## config.mk

```make
export PLATFORM = sky130hd
export DESIGN_NAME = xbus_seq
export DESIGN_NICKNAME = d
export VERILOG_FILES = /design/src/rtl/xbus_pkg.sv /design/src/rtl/xbus_rst.sv /design/src/rtl/xbus_timer.sv /design/src/rtl/xbus_decode.sv /design/src/rtl/xbus_seq.sv
export SDC_FILE = /design/constraint.sdc
export NUM_CORES = 1
export LEC_CHECK = 0
export ABC_CLOCK_PERIOD_IN_PS = 4900
export BUFFER_PORTS_ARGS = -buffer_cell sky130_fd_sc_hd__buf_2
export CORE_MARGIN = 5
export CORE_UTILIZATION = 29
export DETAILED_ROUTE_END_ITERATION = 10
export PLACE_DENSITY = 0.56
export SYNTH_ARGS = -nofsm -noshare
export SYNTH_HDL_FRONTEND = slang
export SYNTH_SLANG_ARGS = --single-unit
```

## constraint.sdc

```tcl
create_clock -name clk -period 4.9 [get_ports clk]
set_input_delay 0.245 -clock clk [delete_from_list [all_inputs] [get_ports clk]]
set_output_delay 0.245 -clock clk [all_outputs]
set_load 0.05 [all_outputs]
```

## src/rtl/xbus_pkg.sv

```systemverilog
package xbus_pkg;
  localparam int ADDR_W = 16;
  localparam int DATA_W = 8;

  typedef enum logic [1:0] {
    MC_IDLE  = 2'd0,
    MC_FETCH = 2'd1,
    MC_DATA  = 2'd2
  } mc_kind_e;

  typedef struct packed {
    mc_kind_e            kind;
    logic                ea;
    logic                wr;
    logic [ADDR_W-1:0]   addr;
    logic [DATA_W-1:0]   wdata;
  } mc_ctx_t;
endpackage

```

## src/rtl/xbus_rst.sv

```systemverilog
// Reset release synchroniser plus a qualification filter on the reset input.
module xbus_rst #(
  parameter int RST_CLKS = 24
) (
  input  logic clk,
  input  logic rst_n,
  input  logic reset_pin,
  output logic arst_n,
  output logic pin_rst
);
  localparam int CW = $clog2(RST_CLKS + 1);

  logic [1:0]    sync_q;
  logic [CW-1:0] cnt_q, cnt_d;

  always_ff @(posedge clk or negedge rst_n) begin
    if (!rst_n) sync_q <= '0;
    else        sync_q <= {sync_q[0], 1'b1};
  end
  assign arst_n = sync_q[1];

  always_comb begin
    cnt_d = cnt_q;
    if (!reset_pin)                cnt_d = '0;
    else if (cnt_q != CW'(RST_CLKS)) cnt_d = cnt_q + 1'b1;
  end

  always_ff @(posedge clk or negedge arst_n) begin
    if (!arst_n) cnt_q <= '0;
    else         cnt_q <= cnt_d;
  end

  assign pin_rst = (cnt_q == CW'(RST_CLKS));
endmodule

```

## src/rtl/xbus_timer.sv

```systemverilog
// Machine-cycle phase counter and per-cycle context capture.
module xbus_timer import xbus_pkg::*; #(
  parameter  int MC_CLKS = 12,
  localparam int PH_W    = $clog2(MC_CLKS)
) (
  input  logic              clk,
  input  logic              arst_n,
  input  logic              pin_rst,
  input  logic              ea_pin,
  input  logic [ADDR_W-1:0] pc,
  input  logic              dreq_valid,
  input  logic              dreq_write,
  input  logic              dreq_wide,
  input  logic [ADDR_W-1:0] dreq_addr,
  input  logic [DATA_W-1:0] dreq_wdata,
  input  logic [DATA_W-1:0] p2_cur,
  output logic [PH_W-1:0]   ph,
  output mc_ctx_t           ctx,
  output logic              mc_last
);
  localparam logic [PH_W-1:0] PH_LAST = PH_W'(MC_CLKS - 1);

  logic [PH_W-1:0] ph_q, ph_d;
  mc_ctx_t         ctx_q, ctx_d;
  logic            at_end;

  assign at_end = (ph_q == PH_LAST);

  always_comb begin
    ph_d  = at_end ? '0 : ph_q + 1'b1;
    ctx_d = ctx_q;
    if (at_end) begin
      ctx_d.ea    = ea_pin;
      ctx_d.wr    = dreq_write;
      ctx_d.wdata = dreq_wdata;
      if (dreq_valid) begin
        ctx_d.kind = MC_DATA;
        ctx_d.addr = dreq_wide ? dreq_addr : {p2_cur, dreq_addr[7:0]};
      end else begin
        ctx_d.kind = MC_FETCH;
        ctx_d.addr = pc;
      end
    end
    if (pin_rst) begin
      ph_d  = PH_LAST;
      ctx_d = '0;
    end
  end

  always_ff @(posedge clk or negedge arst_n) begin
    if (!arst_n) begin
      ph_q  <= PH_LAST;
      ctx_q <= '0;
    end else begin
      ph_q  <= ph_d;
      ctx_q <= ctx_d;
    end
  end

  assign ph      = ph_q;
  assign ctx     = ctx_q;
  assign mc_last = at_end && !pin_rst;
endmodule

```

## src/rtl/xbus_decode.sv

```systemverilog
// Strobe, port and capture decode from phase and cycle context.
module xbus_decode import xbus_pkg::*; #(
  parameter  int STATE_CLKS = 2,
  parameter  int IMEM_BYTES = 4096,
  localparam int MC_CLKS    = 6 * STATE_CLKS,
  localparam int PH_W       = $clog2(MC_CLKS)
) (
  input  logic [PH_W-1:0]   ph,
  input  mc_ctx_t           ctx,
  input  logic [DATA_W-1:0] p2_q,
  output logic              ale,
  output logic              psen_n,
  output logic              rd_n,
  output logic              wr_n,
  output logic              p0_oe,
  output logic [DATA_W-1:0] p0_out,
  output logic [DATA_W-1:0] p2_out,
  output logic              cap_code,
  output logic              cap_data
);
  localparam int HALF      = MC_CLKS / 2;
  localparam int ADDR_CLKS = STATE_CLKS + 1;
  localparam int STRB_LAST = MC_CLKS - 3;
  localparam int HOLD_LAST = MC_CLKS - 2;

  logic              second;
  logic [PH_W-1:0]   h;
  logic [ADDR_W-1:0] fa;
  logic              ext;

  always_comb begin
    second   = (ph >= PH_W'(HALF));
    h        = second ? ph - PH_W'(HALF) : ph;
    fa       = ctx.addr + ADDR_W'(second);
    ext      = !ctx.ea || ({1'b0, fa} >= (ADDR_W+1)'(IMEM_BYTES));
    ale      = 1'b0;
    psen_n   = 1'b1;
    rd_n     = 1'b1;
    wr_n     = 1'b1;
    p0_oe    = 1'b0;
    p0_out   = fa[DATA_W-1:0];
    p2_out   = p2_q;
    cap_code = 1'b0;
    cap_data = 1'b0;
    unique case (ctx.kind)
      MC_FETCH: begin
        ale = (h < PH_W'(STATE_CLKS));
        if (ext) begin
          p2_out   = fa[ADDR_W-1:DATA_W];
          p0_oe    = (h < PH_W'(ADDR_CLKS));
          psen_n   = (h < PH_W'(ADDR_CLKS));
          cap_code = (h == PH_W'(HALF - 1));
        end
      end
      MC_DATA: begin
        ale    = (ph < PH_W'(STATE_CLKS));
        p2_out = ctx.addr[ADDR_W-1:DATA_W];
        if (ph < PH_W'(ADDR_CLKS)) begin
          p0_oe  = 1'b1;
          p0_out = ctx.addr[DATA_W-1:0];
        end else if (ctx.wr) begin
          p0_oe  = (ph <= PH_W'(HOLD_LAST));
          p0_out = ctx.wdata;
          wr_n   = (ph > PH_W'(STRB_LAST));
        end else begin
          rd_n     = (ph > PH_W'(STRB_LAST));
          cap_data = (ph == PH_W'(STRB_LAST));
        end
      end
      default: ;
    endcase
  end
endmodule

```

## src/rtl/xbus_seq.sv

```systemverilog
module xbus_seq import xbus_pkg::*; #(
  parameter int STATE_CLKS = 2,
  parameter int IMEM_BYTES = 4096,
  parameter int RST_MCS    = 2
) (
  input  logic              clk,
  input  logic              rst_n,
  input  logic              reset_pin,
  input  logic              ea_pin,
  input  logic [ADDR_W-1:0] pc,
  input  logic              dreq_valid,
  input  logic              dreq_write,
  input  logic              dreq_wide,
  input  logic [ADDR_W-1:0] dreq_addr,
  input  logic [DATA_W-1:0] dreq_wdata,
  input  logic              p2_we,
  input  logic [DATA_W-1:0] p2_wdata,
  input  logic [DATA_W-1:0] p0_in,
  output logic              mc_last,
  output logic              ale,
  output logic              psen_n,
  output logic              rd_n,
  output logic              wr_n,
  output logic [DATA_W-1:0] p0_out,
  output logic              p0_oe,
  output logic [DATA_W-1:0] p2_out,
  output logic              code_valid,
  output logic [DATA_W-1:0] code_byte,
  output logic              rdata_valid,
  output logic [DATA_W-1:0] rdata
);
  localparam int MC_CLKS  = 6 * STATE_CLKS;
  localparam int PH_W     = $clog2(MC_CLKS);
  localparam int RST_CLKS = RST_MCS * MC_CLKS;

  logic              arst_n, pin_rst;
  logic [PH_W-1:0]   ph;
  mc_ctx_t           ctx;
  logic              cap_code, cap_data;
  logic [DATA_W-1:0] p2_q, p2_d, code_q, code_d, rdat_q, rdat_d;
  logic              cv_q, cv_d, rv_q, rv_d;

  xbus_rst #(.RST_CLKS(RST_CLKS)) u_rst (
    .clk(clk), .rst_n(rst_n), .reset_pin(reset_pin),
    .arst_n(arst_n), .pin_rst(pin_rst)
  );

  xbus_timer #(.MC_CLKS(MC_CLKS)) u_tmr (
    .clk(clk), .arst_n(arst_n), .pin_rst(pin_rst), .ea_pin(ea_pin), .pc(pc),
    .dreq_valid(dreq_valid), .dreq_write(dreq_write), .dreq_wide(dreq_wide),
    .dreq_addr(dreq_addr), .dreq_wdata(dreq_wdata), .p2_cur(p2_q),
    .ph(ph), .ctx(ctx), .mc_last(mc_last)
  );

  xbus_decode #(.STATE_CLKS(STATE_CLKS), .IMEM_BYTES(IMEM_BYTES)) u_dec (
    .ph(ph), .ctx(ctx), .p2_q(p2_q),
    .ale(ale), .psen_n(psen_n), .rd_n(rd_n), .wr_n(wr_n),
    .p0_oe(p0_oe), .p0_out(p0_out), .p2_out(p2_out),
    .cap_code(cap_code), .cap_data(cap_data)
  );

  always_comb begin
    p2_d   = p2_we ? p2_wdata : p2_q;
    cv_d   = cap_code;
    code_d = cap_code ? p0_in : code_q;
    rv_d   = cap_data;
    rdat_d = cap_data ? p0_in : rdat_q;
    if (pin_rst) begin
      p2_d   = '1;
      cv_d   = 1'b0;
      code_d = '0;
      rv_d   = 1'b0;
      rdat_d = '0;
    end
  end

  always_ff @(posedge clk or negedge arst_n) begin
    if (!arst_n) begin
      p2_q   <= '1;
      cv_q   <= 1'b0;
      code_q <= '0;
      rv_q   <= 1'b0;
      rdat_q <= '0;
    end else begin
      p2_q   <= p2_d;
      cv_q   <= cv_d;
      code_q <= code_d;
      rv_q   <= rv_d;
      rdat_q <= rdat_d;
    end
  end

  assign code_valid  = cv_q;
  assign code_byte   = code_q;
  assign rdata_valid = rv_q;
  assign rdata       = rdat_q;
endmodule

```

==> results.cfg, run 1 <==
[timing]
fmax_mhz = 230.2
finalSetupViolCount = 0
relSlewSlack_pct = 38.37
drv_slew = 0
tightest_slew_ns = 0.9238
finalSetupTns_ns = 0
hold_viol = 0
min_period_ns = 4.344
post-route-period-util_pct = 88.65
timing.final.ws_setup_ns = 0.5560
rsz0062_at_grt = no
skew_ns = 0.008639

[worst_hold_path]
hold_class = primary input to flop

[synth]
syn_area_um2 = 3994
synth_cells = 455
synth_edf_count = 0
yosysSeqAreaShare_pct = 41.07
yosys_warnings = 0
async_reset_ff_share_pct = 100.0
syn_nets = 530
yosysUniqueCellTypes = 57
syn_area_per_cell_um2 = 8.778
ys.flop_type = dfrtp_1
ys_seq_elements = 65

[global_routing]
antenna_found_initial = 0
grt_pass1_vias = 3635
gr-total-overflow = 0
grt_pass1_wl_mm = 18.91
grt_use_total_pct = 14.30
grt_max_degree = 64

[final_layout]
multi_input_area_um2 = 2167
fin_nets = 613
num_antenna_cells = 0
final_cell_mix = 103 x buf_2, 80 x nand2_1, 53 x dfrtp_1
seqCellArea_um2 = 1642
syn2layout_area_growth_pct = 23.97
drive_gt1_share_pct = 27.07
fill_cells = 1367
final_common_cell = buf_2

[setup_path]
required_ns = 4.66
critPathMaxFanout = 13
cp.arrival_ns = 4.10
end_kind = primary output
path_class = flop to primary output
critPathLaunchType = flop

[routing]
drt-met1-wl_mm = 5.087
post-route-drc-count = 0
route.met2.wl_mm = 5.267
drt-pass1-iter-count = 4
post_drt_wl_per_cell_um = 16.09
dr_wl_met3_mm = 1.119
dr.max_layer_used = met4
routed_wl_mm = 11.57
final_antenna_net_count = 0
drt_iter0_markers = 239
vias = 3664
avgViaCountPerCell = 5.096

[clocking]
post_cts_resized = 0
numCtsBuffers = 9
cts_sinks = 65
clock_path_buffers = 2
clkTransAtPathRegs_ns = 0.06
worstSkewPairLatency_ns = 0.33
cts_tree = yes
post_cts_buffers = 0
cts_root_buf = clkbuf_16
htree_levels = 3

[die]
die_w_um = 127.4
die-area_um2 = 16220
io_pins = 104
dieHeight_um = 127.4
initial_core_util_pct = 29.92
row_count = 42
core_area_um2 = 13350

[placed_design]
numPortBuffers = 103
place_hpwl_mm = 8.646
gp_congestion = 0.8993
dp_slack_ns = 1.006

[power_and_ir_drop]
p_switching_w = 0.0005158
p_int_w = 0.001149
power_leakage_nw = 2.321
irDropWorstVdd_mv = 0.1914
seq_power_share_pct = 37.9
p_clk_share_pct = 41.9
p_sw_share_pct = 30.99
pwr-share-comb_pct = 20.2
p_per_area_nw_per_um2 = 336.2

[flow_run]
cap_violations = 0

[run_status]
status = finished, final reports clean
final cells by class:
class / instances / area share (%)
Tap cell: 176 / 4.448
Inverter: 10 / 0.7581
Clock inverter: 6 / 1.820
Timing Repair Buffer: 108 / 11.22
Clock buffer: 10 / 4.827
Sequential cell: 65 / 33.16
Multi-Input combinational cell: 344 / 43.77
critical path: stages, from the launching register on:
cell       delay, ns
dfstp_2         0.65
ha_1            0.27
a21oi_1         0.09
o21ai_0         0.13
ha_1            0.31
ha_1            0.22
and3_1          0.26
nand4_1         0.20
mux2i_2         0.31
nand4_1         0.51
o21bai_1        0.38
o2bb2ai_1       0.15
buf_2           0.29
power groups by stage:
| stage | Sequential, W | Combinational, W | Clock [W] |
|---|---|---|---|
| after floorplan | 0.000678 | 0.000196 | 0 |
| after global placement | 0.000637 | 0.000336 | 0 |
| after detailed placement | 0.000637 | 0.000340 | 0 |
| after CTS | 0.000630 | 0.000340 | 0.000716 |
| after global routing | 0.000637 | 0.000367 | 0.000739 |
| final | 0.000630 | 0.000336 | 0.000698 |
through the flow:
| step | area (µm²) | hold slack, ns | total power, W | cells | util [%] |
|---|---|---|---|---|---|
| after floorplan | 3994 | -0.05059 | 0.0008742 | 455 | - |
| after global placement | 4612 | 0.03092 | 0.0009733 | 702 | 34.55 |
| after detailed placement | 4612 | 0.03478 | 0.0009767 | 702 | 34.55 |
| after CTS | 4951 | 0.1281 | 0.001687 | 719 | 37.09 |
| after global routing | 4951 | 0.1316 | 0.001742 | 719 | 37.09 |
| final | 4951 | 0.1410 | 0.001665 | 719 | 37.09 |
routing by layer:
layer	global-route usage (%)	up-vias
li1	-	1777
met5	0	-
met1	18.98	1736
met4	2.397	0
met2	22.36	143
met3	5.718	8
synthesized netlist by cell type, drive strengths merged (2+ instances only):
master   instances  area [µm²]
nand2           80       300.3
o32ai            2       17.52
o31ai            3       22.52
o21bai           2       15.01
and2             6       37.54
nor2            38       142.6
dfstp           11       289.0
mux2i           33       334.1
a211oi           8       60.06
a32oi            2       17.52
nand3b           5       37.54
o211ai          14       105.1
nand2b           4       25.02
dfrtp           54        1351
and3             6       37.54
a31oi            2       12.51
o2bb2ai          2       17.52
o221ai           2       17.52
and4             2       17.52
a221oi           2       17.52
nor4             3       48.80
o21ai           20       107.6
nand3           22       125.1
nand4            6       58.80
clkbuf          30       113.9
inv             10       37.54
xor2             4       35.03
a21oi           37       185.2
o22ai            4       25.02
buf              6       35.03
a21boi           2       15.01
xnor2            8       70.07
ha              11       137.6
state kept, by name, summed over array words and instances, names as in the netlist:
| signal | count |
|---|---|
| u_tmr.ctx | 28 |
| rdata | 8 |
| code_byte | 8 |
| code_valid | 1 |
| u_rst.sync_q | 2 |
| u_rst.cnt_q | 5 |
| p2_q | 8 |
| rdata_valid | 1 |
| u_tmr.ph | 4 |
repair_timing:
item	CTS	global route
hold buffers	1	0
hold endpoints to repair	2	0
endpoints found under the setup margin	0	0
kinds of logic after synthesis:
logic type / after synthesis / share of synthesized area, %
simple gates: 179 / 22.09
compound gates: 108 / 17.64
flops: 65 / 41.07
buf+inv: 46 / 4.668
mux: 33 / 8.365
xor+xnor: 12 / 2.632
fa+ha+maj: 11 / 3.446
other cells: 1 / 0.09389
path summary, 6_finish.rpt:
check / startpoint / to / slack, ns / cells after the start
worst max-delay path: u_tmr.ph[1]$_DFF_PN1_ / p2_out[1] / 0.56 / 12
worst min-delay path: p2_wdata[7] / p2_q[7]$_DFFE_PN1P_ / 0.14 / 3
worst max register to register: u_tmr.ph[1]$_DFF_PN1_ / code_byte[0]$_DFFE_PN0P_ / 1.64 / 10
worst min register to register: u_rst.sync_q[0]$_DFF_PN0_ / u_rst.sync_q[1]$_DFF_PN0_ / 0.36 / 0
max in group asynchronous: u_rst.sync_q[1]$_DFF_PN0_ / u_tmr.ctx[10]$_DFFE_PN0P_ / 3.94 / 1
min in group asynchronous: rst_n / u_rst.sync_q[1]$_DFF_PN0_ / 0.23 / 2
Power figures use the tool's default switching activity.
==> run 2, diff against run 1 <==
--- a/config.mk
+++ b/config.mk
@@ -10,6 +10,7 @@
 export CORE_MARGIN = 5
 export CORE_UTILIZATION = 29
 export DETAILED_ROUTE_END_ITERATION = 10
+export GPL_TIMING_DRIVEN = 0
 export PLACE_DENSITY = 0.56
 export SYNTH_ARGS = -nofsm -noshare
 export SYNTH_HDL_FRONTEND = slang
==> run 2 against run 1 <==
Maximum frequency grew 0.42%. Sequential power is essentially flat. Global-route usage grew 0.65 points. Critical path depth is the same. Largest power group unchanged.
==> results.cfg, run 2 (synthesized netlist as in run 1, its figures left out) <==
[run_status]
status = finished, final reports clean

[timing]
drv_slew = 0
min_period_ns = 4.326
tightest_slew_ns = 0.8349
post-route-period-util_pct = 88.29
hold_viol = 0
skew_ns = 0.007720
rsz0062_at_grt = no
relSlewSlack_pct = 44.34
finalSetupViolCount = 0
fmax_mhz = 231.2
finalSetupTns_ns = 0

[die]
core_area_um2 = 13350
io_pins = 104
die_w_um = 127.4
die-area_um2 = 16220
dieHeight_um = 127.4
initial_core_util_pct = 29.92
row_count = 42

[routing]
drt_iter0_markers = 164
post_drt_wl_per_cell_um = 16.22
drt-pass1-iter-count = 4
post-route-drc-count = 0
avgViaCountPerCell = 5.072
routed_wl_mm = 12.15
final_antenna_net_count = 0
vias = 3799

[setup_path]
cp.arrival_ns = 4.08
path_buf_inv = 4
cp_top_family = buffers and inverters
path_class = flop to primary output
crit_path_top_delay_cell = dfstp_2
required_ns = 4.66
critPathMaxFanout = 10
crit_chain = clkbuf_1, inv_1, o21ai_0, ha_1, ha_1, and3_1, nand4_1, mux2i_2, nand4_1, buf_2, o221ai_1, buf_2
end_kind = primary output
critPathMaxStageDelay_ns = 0.56
critPathLaunchType = flop

[clocking]
clkTransAtPathRegs_ns = 0.06
cts_sinks = 65
worstSkewPairLatency_ns = 0.34
clock_path_buffers = 2
numCtsBuffers = 9
cts_tree = yes
htree_levels = 3
post_cts_resized = 0
cts_root_buf = clkbuf_16

[global_routing]
grt_use_total_pct = 14.95
grt_use_met2_pct = 23.69
antenna_found_initial = 1
grt_max_degree = 38
grt_pass1_vias = 3832
gr-usage-met3_pct = 5.634
met1_usage_pct = 19.18
gr-total-overflow = 0
busiest_layer = met2
grt_pass1_wl_mm = 19.49

[worst_hold_path]
hold_class = primary input to flop

[placed_design]
gp_congestion = 0.8927
dpl_cell_area_um2 = 4736
numPortBuffers = 100
place_hpwl_mm = 9.406

[final_layout]
final_cell_mix = 104 x buf_2, 80 x nand2_1, 53 x dfrtp_1
fin_nets = 643
num_antenna_cells = 0
largest_register_ffs = 28
drive_gt1_share_pct = 25.65
final_common_cell = buf_2
design_area_um2 = 5074
post-route-util_pct = 38.01
syn2layout_area_growth_pct = 27.04

[power_and_ir_drop]
power_w = 0.001678
irDropWorstVdd_mv = 0.2103
p_per_area_nw_per_um2 = 330.7
power_leakage_nw = 2.356

[flow_run]
cap_violations = 0
==> run 2: area by class of cell <==
type | count | area [µm²]
fillers | 1415 | 8274
multi-input cells | 344 | 2167
flip-flops and latches | 65 | 1642
repair buffers | 102 | 530.5
clock buffers | 9 | 225.2
well taps | 176 | 220.2
plain buffers | 36 | 148.9
clock inverters | 7 | 102.6
inverters | 10 | 37.54
==> run 2: worst min-delay path, cell delays in order <==
cell     delay [ns]
buf_2          0.07
mux2i_1        0.05
nand2_1        0.07
==> run 2: repair_timing <==
action                    in CTS  in global routing
buffers inserted               0                  0
hold endpoints to repair       2                  0
hold buffers                   1                  0
==> run 2: power by group <==
group	switching, W	internal, W	leakage (nW)
logic	0.000236	0.000108	1.44
clock network	0.000255	0.000449	0.156
registers	0.0000465	0.000583	0.760
total	0.000537	0.00114	2.36
==> run 2: worst paths after layout <==
kind,from,end,slack [ns],depth (start not counted)
worst max-delay path,u_tmr.ph[1]$_DFF_PN1_,p2_out[5],0.57,12
worst max register to register,u_tmr.ph[1]$_DFF_PN1_,code_byte[0]$_DFFE_PN0P_,1.46,11
worst min-delay path,p2_wdata[3],p2_q[3]$_DFFE_PN1P_,0.14,3
max in group asynchronous,u_rst.sync_q[1]$_DFF_PN0_,u_tmr.ctx[20]$_DFFE_PN0P_,3.90,1
worst min register to register,u_rst.sync_q[0]$_DFF_PN0_,u_rst.sync_q[1]$_DFF_PN0_,0.35,0
min in group asynchronous,rst_n,u_rst.sync_q[0]$_DFF_PN0_,0.21,2
==> run 2: per-layer routing <==
metal  wire (µm)  vias up
li1            -     1835
met1        5340     1819
met2        5484      127
met3        1148       16
met4         165        2
met5          11        -
==> run 2: metrics by stage <==
step	worst slack [ns]	instances	hold slack (ns)
after floorplan	1.281	455	-0.05059
after global placement	1.027	731	0.03001
after detailed placement	0.9459	732	0.03428
after CTS	0.5543	749	0.1296
after global routing	0.2122	749	0.1417
final	0.5740	749	0.1398
